===== src/rtl/usbirq_pkg.sv =====
package usbirq_pkg;
  parameter int NUM_EP  = 7;
  parameter int NUM_EV  = 6;
  parameter int FNUM_W  = 11;
  parameter int DATA_W  = 32;
  parameter int ADDR_W  = 4;
  parameter int EP_BASE = 12;

  localparam int EV_SUSP  = 0;
  localparam int EV_SOF   = 1;
  localparam int EV_EORST = 2;
  localparam int EV_WAKE  = 3;
  localparam int EV_EORSM = 4;
  localparam int EV_UPRSM = 5;

  localparam logic [ADDR_W-1:0] ADDR_STATUS = ADDR_W'(4);
  localparam logic [ADDR_W-1:0] ADDR_CLEAR  = ADDR_W'(8);
  localparam logic [ADDR_W-1:0] ADDR_ENABLE = ADDR_W'(12);

  typedef struct packed {
    logic [NUM_EV-1:0] setEv;
    logic [NUM_EV-1:0] clrEv;
    logic              wrEnable;
  } strobes_t;
endpackage


===== src/rtl/usbirq_ctrl.sv =====
module usbirq_ctrl
  import usbirq_pkg::*;
(
  input  logic              freezeClk,
  input  logic              evSuspend,
  input  logic              evSof,
  input  logic              evEndReset,
  input  logic              evWakeup,
  input  logic              txResume,
  input  logic              evEndResume,
  input  logic              evUpResume,
  input  logic [ADDR_W-1:0] busAddr,
  input  logic              busWrite,
  input  logic [DATA_W-1:0] busWdata,
  output strobes_t          strobes
);
  logic liveClk;
  logic [NUM_EV-1:0] rawEv;
  logic [NUM_EV-1:0] gateMask;

  assign liveClk = !freezeClk;

  always_comb begin
    rawEv = '0;
    rawEv[EV_SUSP]  = evSuspend;
    rawEv[EV_SOF]   = evSof;
    rawEv[EV_EORST] = evEndReset;
    rawEv[EV_WAKE]  = evWakeup && !txResume;
    rawEv[EV_EORSM] = evEndResume;
    rawEv[EV_UPRSM] = evUpResume;
  end

  // wakeup capture stays live under freeze, every other source is gated
  for (genvar i = 0; i < NUM_EV; i++) begin : g_gate
    if (i == EV_WAKE) begin : g_live
      assign gateMask[i] = 1'b1;
    end else begin : g_frozen
      assign gateMask[i] = liveClk;
    end
  end

  always_comb begin
    strobes.setEv    = rawEv & gateMask;
    strobes.clrEv    = (busWrite && liveClk && busAddr == ADDR_CLEAR)
                       ? busWdata[NUM_EV-1:0] : '0;
    strobes.wrEnable = busWrite && liveClk && busAddr == ADDR_ENABLE;
  end
endmodule


===== src/rtl/usbirq_datapath.sv =====
module usbirq_datapath
  import usbirq_pkg::*;
(
  input  logic              clk,
  input  logic              rstN,
  input  strobes_t          strobes,
  input  logic [FNUM_W-1:0] sofFrame,
  input  logic [NUM_EP-1:0] epReq,
  input  logic [ADDR_W-1:0] busAddr,
  input  logic [DATA_W-1:0] busWdata,
  output logic [NUM_EV-1:0] evStatus,
  output logic [DATA_W-1:0] enableWord,
  output logic [FNUM_W-1:0] frameNum,
  output logic [DATA_W-1:0] busRdata,
  output logic              irqOut
);
  logic [NUM_EV-1:0] evQ, evNext, autoClr;
  logic [NUM_EV-1:0] enEvQ;
  logic [NUM_EP-1:0] enEpQ;
  logic [FNUM_W-1:0] frameQ;
  logic [DATA_W-1:0] statusWord, rdNext, rdQ;
  logic suspRise;

  assign suspRise = strobes.setEv[EV_SUSP] && !evQ[EV_SUSP];

  for (genvar i = 0; i < NUM_EV; i++) begin : g_evbit
    if (i == EV_WAKE) begin : g_wake
      assign autoClr[i] = suspRise;
    end else begin : g_plain
      assign autoClr[i] = 1'b0;
    end
    // a set in the same cycle beats any clear
    assign evNext[i] = strobes.setEv[i] | (evQ[i] & ~strobes.clrEv[i] & ~autoClr[i]);
  end

  always_ff @(posedge clk) begin
    if (!rstN) begin
      evQ    <= '0;
      enEvQ  <= '0;
      enEpQ  <= '0;
      frameQ <= '0;
      rdQ    <= '0;
    end else begin
      evQ <= evNext;
      if (strobes.wrEnable) begin
        enEvQ <= busWdata[NUM_EV-1:0];
        enEpQ <= busWdata[EP_BASE +: NUM_EP];
      end
      if (strobes.setEv[EV_SOF]) frameQ <= sofFrame;
      rdQ <= rdNext;
    end
  end

  always_comb begin
    statusWord = '0;
    statusWord[NUM_EV-1:0] = evQ;
    statusWord[EP_BASE +: NUM_EP] = epReq;
    enableWord = '0;
    enableWord[NUM_EV-1:0] = enEvQ;
    enableWord[EP_BASE +: NUM_EP] = enEpQ;
  end

  always_comb begin
    case (busAddr)
      ADDR_STATUS: rdNext = statusWord;
      ADDR_ENABLE: rdNext = enableWord;
      default:     rdNext = '0;
    endcase
  end

  assign irqOut   = |(statusWord & enableWord);
  assign evStatus = evQ;
  assign frameNum = frameQ;
  assign busRdata = rdQ;
endmodule


===== src/rtl/usb_dev_irq_status.sv =====
module usb_dev_irq_status
  import usbirq_pkg::*;
(
  input  logic              clk,
  input  logic              rstN,
  input  logic              freezeClk,
  input  logic              evSuspend,
  input  logic              evSof,
  input  logic [FNUM_W-1:0] sofFrame,
  input  logic              evEndReset,
  input  logic              evWakeup,
  input  logic              txResume,
  input  logic              evEndResume,
  input  logic              evUpResume,
  input  logic [NUM_EP-1:0] epReq,
  input  logic [ADDR_W-1:0] busAddr,
  input  logic              busWrite,
  input  logic [DATA_W-1:0] busWdata,
  output logic [DATA_W-1:0] busRdata,
  output logic [FNUM_W-1:0] frameNum,
  output logic              irqOut
);
  strobes_t          strobes;
  logic [NUM_EV-1:0] evStatus;
  logic [DATA_W-1:0] enableWord;

  usbirq_ctrl ctrl_i (
    .freezeClk(freezeClk), .evSuspend(evSuspend), .evSof(evSof),
    .evEndReset(evEndReset), .evWakeup(evWakeup), .txResume(txResume),
    .evEndResume(evEndResume), .evUpResume(evUpResume),
    .busAddr(busAddr), .busWrite(busWrite), .busWdata(busWdata),
    .strobes(strobes)
  );

  usbirq_datapath dp_i (
    .clk(clk), .rstN(rstN), .strobes(strobes), .sofFrame(sofFrame),
    .epReq(epReq), .busAddr(busAddr), .busWdata(busWdata),
    .evStatus(evStatus), .enableWord(enableWord), .frameNum(frameNum),
    .busRdata(busRdata), .irqOut(irqOut)
  );
endmodule


===== config.mk =====
export PLATFORM = sky130hd
export DESIGN_NAME = usb_dev_irq_status
export DESIGN_NICKNAME = d
export VERILOG_FILES = /design/src/rtl/usbirq_pkg.sv /design/src/rtl/usbirq_ctrl.sv /design/src/rtl/usbirq_datapath.sv /design/src/rtl/usb_dev_irq_status.sv
export SDC_FILE = /design/constraint.sdc
export NUM_CORES = 1
export LEC_CHECK = 0
export ABC_AREA = 1
export BUFFER_PORTS_ARGS = -buffer_cell sky130_fd_sc_hd__buf_2
export CORE_MARGIN = 3
export CORE_UTILIZATION = 30
export CTS_CLUSTER_SIZE = 16
export DETAILED_ROUTE_END_ITERATION = 8
export HOLD_SLACK_MARGIN = 0.06
export PLACE_DENSITY = 0.6
export REMOVE_ABC_BUFFERS = 1
export SYNTH_ARGS = -nofsm -noshare
export SYNTH_HDL_FRONTEND = slang
export SYNTH_SLANG_ARGS = --single-unit

===== constraint.sdc =====
create_clock -name clk -period 1.4 [get_ports clk]
set_clock_uncertainty 0.05 [all_clocks]
set_input_delay 0.21 -clock clk [delete_from_list [all_inputs] [get_ports clk]]
set_output_delay 0.21 -clock clk [all_outputs]
set_load 0.03 [all_outputs]

==> summary.txt, run 1 <==
Clock tree
  • CTS root buf: clkbuf_8
  • # hold bufs at CTS: 0
  • Clock tree from TritonCTS: yes
  • Clock buffer count from CTS: 5
  • Maximum clock insertion buffer count: 2
  • Clock latency at the later pin of the worst-skew pair: 0.29 ns
  • Number of clock sinks: 43
  • H-tree depth: 2
  • Clock-pin transition on the worst setup and hold timing paths: 0.08 ns

Routing
  • Count of TritonRoute iterations in the first routing pass: 4
  • Number of design-rule violations left by the first detailed-router iteration: 79
  • Routed wire length: 4400 um
  • Post-detailed-route count of antenna-violating nets: 0
  • Via count: 1,697
  • WL/cell: 11.2 um
  • DRC violation count after routing: 0
  • Average vias per placed instance: 4.32

Outcome
  • Outcome: finished, violations left
  • Failing checks: setup timing

Setup path
  • Data arrival time of the critical path: 1.17 ns
  • Timing startpoint of the critical path: dp_i.enEpQ[2]
  • Category of the worst setup path capture point: output port
  • Startpoint type of the worst setup path: flip-flop
  • Crit path kind: reg -> out
  • Biggest fanout along the worst timing path: 3
  • Required time reported for the critical path endpoint: 1.14 ns
  • Critical register-to-register path startpoint: dp_i.evStatus[0]

Synthesis
  • Main area contributors after synthesis: dfxtp_1, nand2_1, a21oi_1
  • Proportion of synthesized chip area in sequential cells: 47.5%
  • Yosys Warn Count: 0
  • Number of flops mapped to enable cells by yosys: 0
  • Number of distinct library cells after synthesis: 15
  • Synthesized instance count: 245
  • Synthesized area per cell: 7.39 um2
  • Share of synthesized registers carrying an async set or reset: 0%
  • Most instantiated flip-flop cell in the synthesis netlist: dfxtp_1
  • Combined area of all synthesized cells: 0.00181 mm2
  • Share of the synthesized area in the top cell type: 47.5%
  • Synth Register Bits: 43
  • Largest area contributor in the synthesized netlist: dfxtp_1

Pwr
  • Net Sw Frac: 26.5%
  • Internal power summed over all cells: 0.00183 W
  • Power share of the clock group: 34.1%
  • Power density relative to cell area: 1060 mW/mm2
  • Part of the power in combinational logic: 14.3%
  • Reported net switching power: 0.000658 W
  • Leak pwr: 1.09 nW
  • Seq pwr share: 51.6%
  • Maximum resistive drop on vdd: 372 uV
  • Total power consumption of the routed design: 0.00248 W

Hold path
  • Min-delay worst type: in -> reg
  • Hold Crit Start: txResume

Floorplanning
  • Floorplan core area: 0.00568 mm2
  • Total number of placement rows: 27
  • Vertical die dimension: 83.7 um
  • Die X-Extent: 83.7 um
  • Area enclosed by the die boundary: 0.00701 mm2
  • Starting utilization of the core area: 31.9%
  • Count of boundary I/O pins: 109

Timing
  • Maximum frequency from static timing analysis: 698 MHz
  • Final Hold Vio Count: 0
  • Period utilization: 102%
  • Final setup fails: 1
  • Total count of max-transition violations in the final report: 0
  • Worst setup slack after layout: -0.0333 ns
  • Crit path time final: 1.43 ns
  • Setup repair after global routing missed its margin: yes

Layout
  • Final net count: 385
  • Fraction of final layout cells sized beyond drive strength 1: 32.1%
  • Final Util: 41.4%
  • Area Growth Syn to Fin: 29.6%
  • Final std cells w/o fill: 393
  • Antenna Cells: 0

Global route
  • Aggregate global-route resource usage: 12.6%
  • Pin count of the biggest net entering global routing: 33
  • Via count of the first global-routing pass: 1,582
  • Gr ovfl total: 0
  • Antenna violations before repair: 0
  • Wire length of the first global-routing pass: 7310 um

Placed design
  • Routability Congestion: 0.726
  • Total half-perimeter wirelength after legalization and detailed placement: 3240 um
  • Number of placed instances with taps included: 382
  • Count of buffers inserted at the top-level ports: 70

Run
  • Number of max-cap violations: 0
registers in the layout, summed over array words and instances (netlist names):
register       cells
dp_i.frameNum     11
dp_i.busRdata     13
dp_i.enEvQ         6
dp_i.evStatus      6
dp_i.enEpQ         7
cells in the mapped netlist, types with 2 or more instances:
cell type / instances
o21ai_0: 12
nor2_1: 26
a21oi_1: 33
dfxtp_1: 43
a22o_1: 2
nand2_1: 64
nand3_1: 22
buf_2: 5
buf_4: 21
clkbuf_1: 5
inv_1: 8
worst paths after layout:
path	end	cells after the start	slack, ns
min	dp_i.evStatus[3]	4	0.11
min reg2reg	dp_i.frameNum[8]	2	0.43
max reg2reg	dp_i.evStatus[3]	5	0.47
max	irqOut	4	-0.03
final cells by class:
class | instances | area [um2]
flip-flops and latches | 43 | 870
repair buffers | 81 | 452
inverters | 9 | 33.8
multi-input cells | 180 | 802
well taps | 72 | 90.1
clock buffers | 8 | 100
fillers | 628 | 3330
layout by cell type, fill, tap and decap left out, drive strengths merged:
cell type	Yosys	final
a21oi	33	33
a22o	2	2
buf	26	81
clkbuf	5	8
conb	1	19
dfxtp	43	43
inv	9	9
nand2	64	64
nand3	22	22
nor2	27	27
nor3	1	1
o21ai	12	12
routing by layer:
| layer | wire length [um] | global-route usage [%] | share of wire (%) | up-vias |
|---|---|---|---|---|
| li1 | - | - | - | 898 |
| met1 | 2010 | 15.8 | 46 | 741 |
| met2 | 2020 | 20.4 | 46 | 54 |
| met3 | 322 | 4.34 | 7.3 | 4 |
| met4 | 48 | 3.51 | 1.1 | 0 |
| met5 | 0 | 0 | 0 | - |
metrics by stage:
stage / worst slack [ns] / area (um2) / TNS, ns / hold WS [ns]
4_1_cts: -0.0349 / 2330 / -0.0349 / 0.110
2_1_floorplan: -0.245 / 1680 / -3.18 / 0.296
3_5_place_dp: -0.0219 / 2190 / -0.125 / 0.416
6_report: -0.0333 / 2350 / -0.0333 / 0.108
5_1_grt: -0.0704 / 2350 / -0.0704 / 0.118
3_3_place_gp: 0.0151 / 2190 / 0 / 0.408
power groups by stage:
stage | Clock (W) | Sequential [W] | Combinational [W]
after floorplan | 0 | 0.00136 | 0.000158
after global placement | 0 | 0.00131 | 0.000344
after detailed placement | 0 | 0.00131 | 0.000348
after CTS | 0.000871 | 0.00128 | 0.000357
after global routing | 0.000922 | 0.00129 | 0.000390
final | 0.000847 | 0.00128 | 0.000356
logic make-up after synthesis:
kind of cell / share of synthesized area [%]
buffers and inverters: 13.0
other: 0.207
AO/OA/AOI/OAI: 13.4
AND/OR/NAND/NOR: 25.9
flip-flops: 47.5
worst max-delay path, cell delays in order, from the launching register on:
cell     delay, ns
dfxtp_2       0.33
a22o_1        0.21
nor2_1        0.11
nand3_2       0.09
buf_6         0.15
timing repair:
item,CTS,global route
gates cloned,0,0
buffers inserted,3,0
endpoints found under the setup margin,1,1
resized for setup,7,7
pin swaps,4,2
No activity file was read; power rests on OpenSTA's default activity.
==> inputs of run 2 (changes only) <==
Settings changed: CORE_UTILIZATION 30 to 43, PLACE_DENSITY 0.6 to 0.81.
==> run 2 against run 1 <==
  * The flow still finishes with violations (setup timing)
  * Flip-flop and latch count unchanged
  * Total power is 5.2% higher
  * Worst setup slack got worse by 0.041 ns
  * Cell count shrank 6.9%
  * Maximum frequency is 2.7% lower
  * Critical endpoint unchanged
  * Largest cell class unchanged
==> summary.txt, run 2 (synthesis gave the netlist of run 1 again) <==
Run
  • Number of max-cap violations: 0 (unchanged)

Routing
  • WL/cell: 11.5 um (was 11.2 um)
  • Routed wire length: 4210 um (was 4400 um)
  • DRC violation count after routing: 0 (unchanged)
  • Count of TritonRoute iterations in the first routing pass: 4 (unchanged)
  • Via count: 1,775 (was 1,697)
  • Number of design-rule violations left by the first detailed-router iteration: 88 (was 79)
  • Post-detailed-route count of antenna-violating nets: 0 (unchanged)
  • Average vias per placed instance: 4.85 (was 4.32)

Placed design
  • Routability Congestion: 0.772 (was 0.726)
  • Setup Slack @ Placement: 0.0235 ns (was -0.0219 ns)
  • Total half-perimeter wirelength after legalization and detailed placement: 3100 um (was 3240 um)
  • Count of buffers inserted at the top-level ports: 70 (unchanged)

Layout
  • Antenna Cells: 0 (unchanged)
  • Flip-flop count of the largest register, all copies and words added: 13 (unchanged)
  • Multi-input gate area: 791 um2 (was 802 um2)
  • Most common cell after layout, fill and taps aside: buf_2 (unchanged)
  • Filler cells: 362 (was 628)
  • Fraction of final layout cells sized beyond drive strength 1: 29.6% (was 32.1%)
  • Total area of sequential cells: 865 um2 (was 870 um2)
  • Commonest cells after routing, fill and taps aside: buf_2, nand2_1, dfxtp_1 (unchanged)
  • Area Growth Syn to Fin: 27.4% (was 29.6%)
  • Final net count: 382 (was 385)

Setup path
  • Timing startpoint of the critical path: dp_i.enEpQ[2] (unchanged)
  • Required time reported for the critical path endpoint: 1.14 ns (about the same)
  • Worst R2R End: dp_i.evStatus[3] (unchanged)
  • Worst Reg2Reg Path Length in Cells: 4 (was 5)
  • Critical register-to-register path startpoint: dp_i.evStatus[0] (unchanged)
  • Crit path kind: reg -> out (unchanged)
  • Data arrival time of the critical path: 1.21 ns (was 1.17 ns)
  • Minimum setup slack among reg-to-reg paths: 0.60 ns (was 0.47 ns)
  • Category of the worst setup path capture point: output port (unchanged)
  • Startpoint type of the worst setup path: flip-flop (unchanged)
  • Biggest fanout along the worst timing path: 2 (was 3)
  • Timing endpoint of the critical path: irqOut (unchanged)

Pwr
  • Power density relative to cell area: 1130 mW/mm2 (was 1060 mW/mm2)
  • Leak pwr: 1.08 nW (was 1.09 nW)
  • Maximum resistive drop on vdd: 550 uV (was 372 uV)
  • Total power consumption of the routed design: 0.00261 W (was 0.00248 W)

Floorplanning
  • Count of boundary I/O pins: 109 (unchanged)
  • Vertical die dimension: 70.9 um (was 83.7 um)
  • Die X-Extent: 70.9 um (was 83.7 um)
  • Floorplan core area: 0.00385 mm2 (was 0.00568 mm2)
  • Starting utilization of the core area: 47.0% (was 31.9%)
  • Total number of placement rows: 22 (was 27)
  • Area enclosed by the die boundary: 0.00503 mm2 (was 0.00701 mm2)

Clock tree
  • Clock tree from TritonCTS: yes (unchanged)
  • Maximum clock insertion buffer count: 2 (unchanged)
  • Clock-pin transition on the worst setup and hold timing paths: 0.08 ns (about the same)
  • CTS root buf: clkbuf_8 (unchanged)
  • Number of clock sinks: 43 (unchanged)
  • # hold bufs at CTS: 0 (unchanged)
  • H-tree depth: 2 (unchanged)
  • Clock latency at the later pin of the worst-skew pair: 0.29 ns (about the same)
  • Clock buffer count from CTS: 5 (unchanged)

Outcome
  • Outcome: finished, violations left (unchanged)
  • Failing checks: setup timing (unchanged)

Timing
  • Final setup fails: 1 (unchanged)
  • Setup repair after global routing missed its margin: yes (unchanged)
  • Total count of max-transition violations in the final report: 0 (unchanged)
  • Final Hold Vio Count: 0 (unchanged)
  • TNS Setup: -0.0738 ns (was -0.0333 ns)
  • Worst setup slack after layout: -0.0738 ns (was -0.0333 ns)
  • Maximum frequency from static timing analysis: 679 MHz (was 698 MHz)
  • Period utilization: 105% (was 102%)
  • Crit path time final: 1.47 ns (was 1.43 ns)

Global route
  • Pin count of the biggest net entering global routing: 33 (unchanged)
  • Antenna violations before repair: 0 (unchanged)
  • Wire length of the first global-routing pass: 6690 um (was 7310 um)
  • Gr ovfl total: 0 (unchanged)
  • Via count of the first global-routing pass: 1,615 (was 1,582)
  • Aggregate global-route resource usage: 16.7% (was 12.6%)

Hold path
  • Min-delay worst type: in -> reg (unchanged)
==> run 2: area by class of cell <==
type / instances / area share [%]
clock buffer: 6 / 3.58
multi-input combinational: 180 / 34.3
inverter: 9 / 1.46
sequential: 43 / 37.5
tap: 48 / 2.60
clock inverter: 2 / 1.52
timing repair buffer: 78 / 19.1
==> run 2: worst min-delay path by stage <==
stage | start | endpoint | slack, ns | cells past startpoint
2_1_floorplan | rstN | dp_i.frameNum[0] | 0.30 | 2
3_3_place_gp | sofFrame[3] | dp_i.frameNum[3] | 0.41 | 3
3_5_place_dp | sofFrame[3] | dp_i.frameNum[3] | 0.41 | 3
4_1_cts | sofFrame[3] | dp_i.frameNum[3] | 0.1 | 3
5_1_grt | epReq[4] | dp_i.busRdata[16] | 0.12 | 3
6_report | sofFrame[3] | dp_i.frameNum[3] | 0.11 | 3
==> run 2: layer usage <==
| layer | up-vias | GRT usage, % | share of wire, % |
|---|---|---|---|
| met5 | - | 0 | 0 |
| met3 | 6 | 5.26 | 8.9 |
| met1 | 794 | 18.7 | 38 |
| met4 | 0 | 6.26 | 1.4 |
| met2 | 79 | 29.7 | 51 |
| li1 | 896 | - | - |
==> run 2: per-stage QoR <==
step	hold slack, ns	utilization, %	instances	instance area (um2)
6_report	0.106	59.9	366	2310
5_1_grt	0.115	59.9	366	2310
4_1_cts	0.100	59.7	366	2300
3_5_place_dp	0.414	56.2	357	2170
3_3_place_gp	0.406	56.2	357	2170
2_1_floorplan	0.296	-	232	1680
==> run 2: critical path, cell delays in order (launching register included) <==
cell,delay [ns]
dfxtp_2,0.32
a22o_1,0.21
nor2_1,0.15
nand3_2,0.09
buf_6,0.14
==> run 2: power breakdown <==
part / switching (W) / internal [W]
combinational: 0.000236 / 0.000111
clock: 0.000408 / 0.000577
sequential: 0.0000218 / 0.00126
total: 0.000666 / 0.00195
==> run 2: timing repair <==
action                                  CTS  global route
setup buffers                             1             0
endpoints found under the setup margin    1             1
pin swaps                                 0             2
resized for setup                         4             3
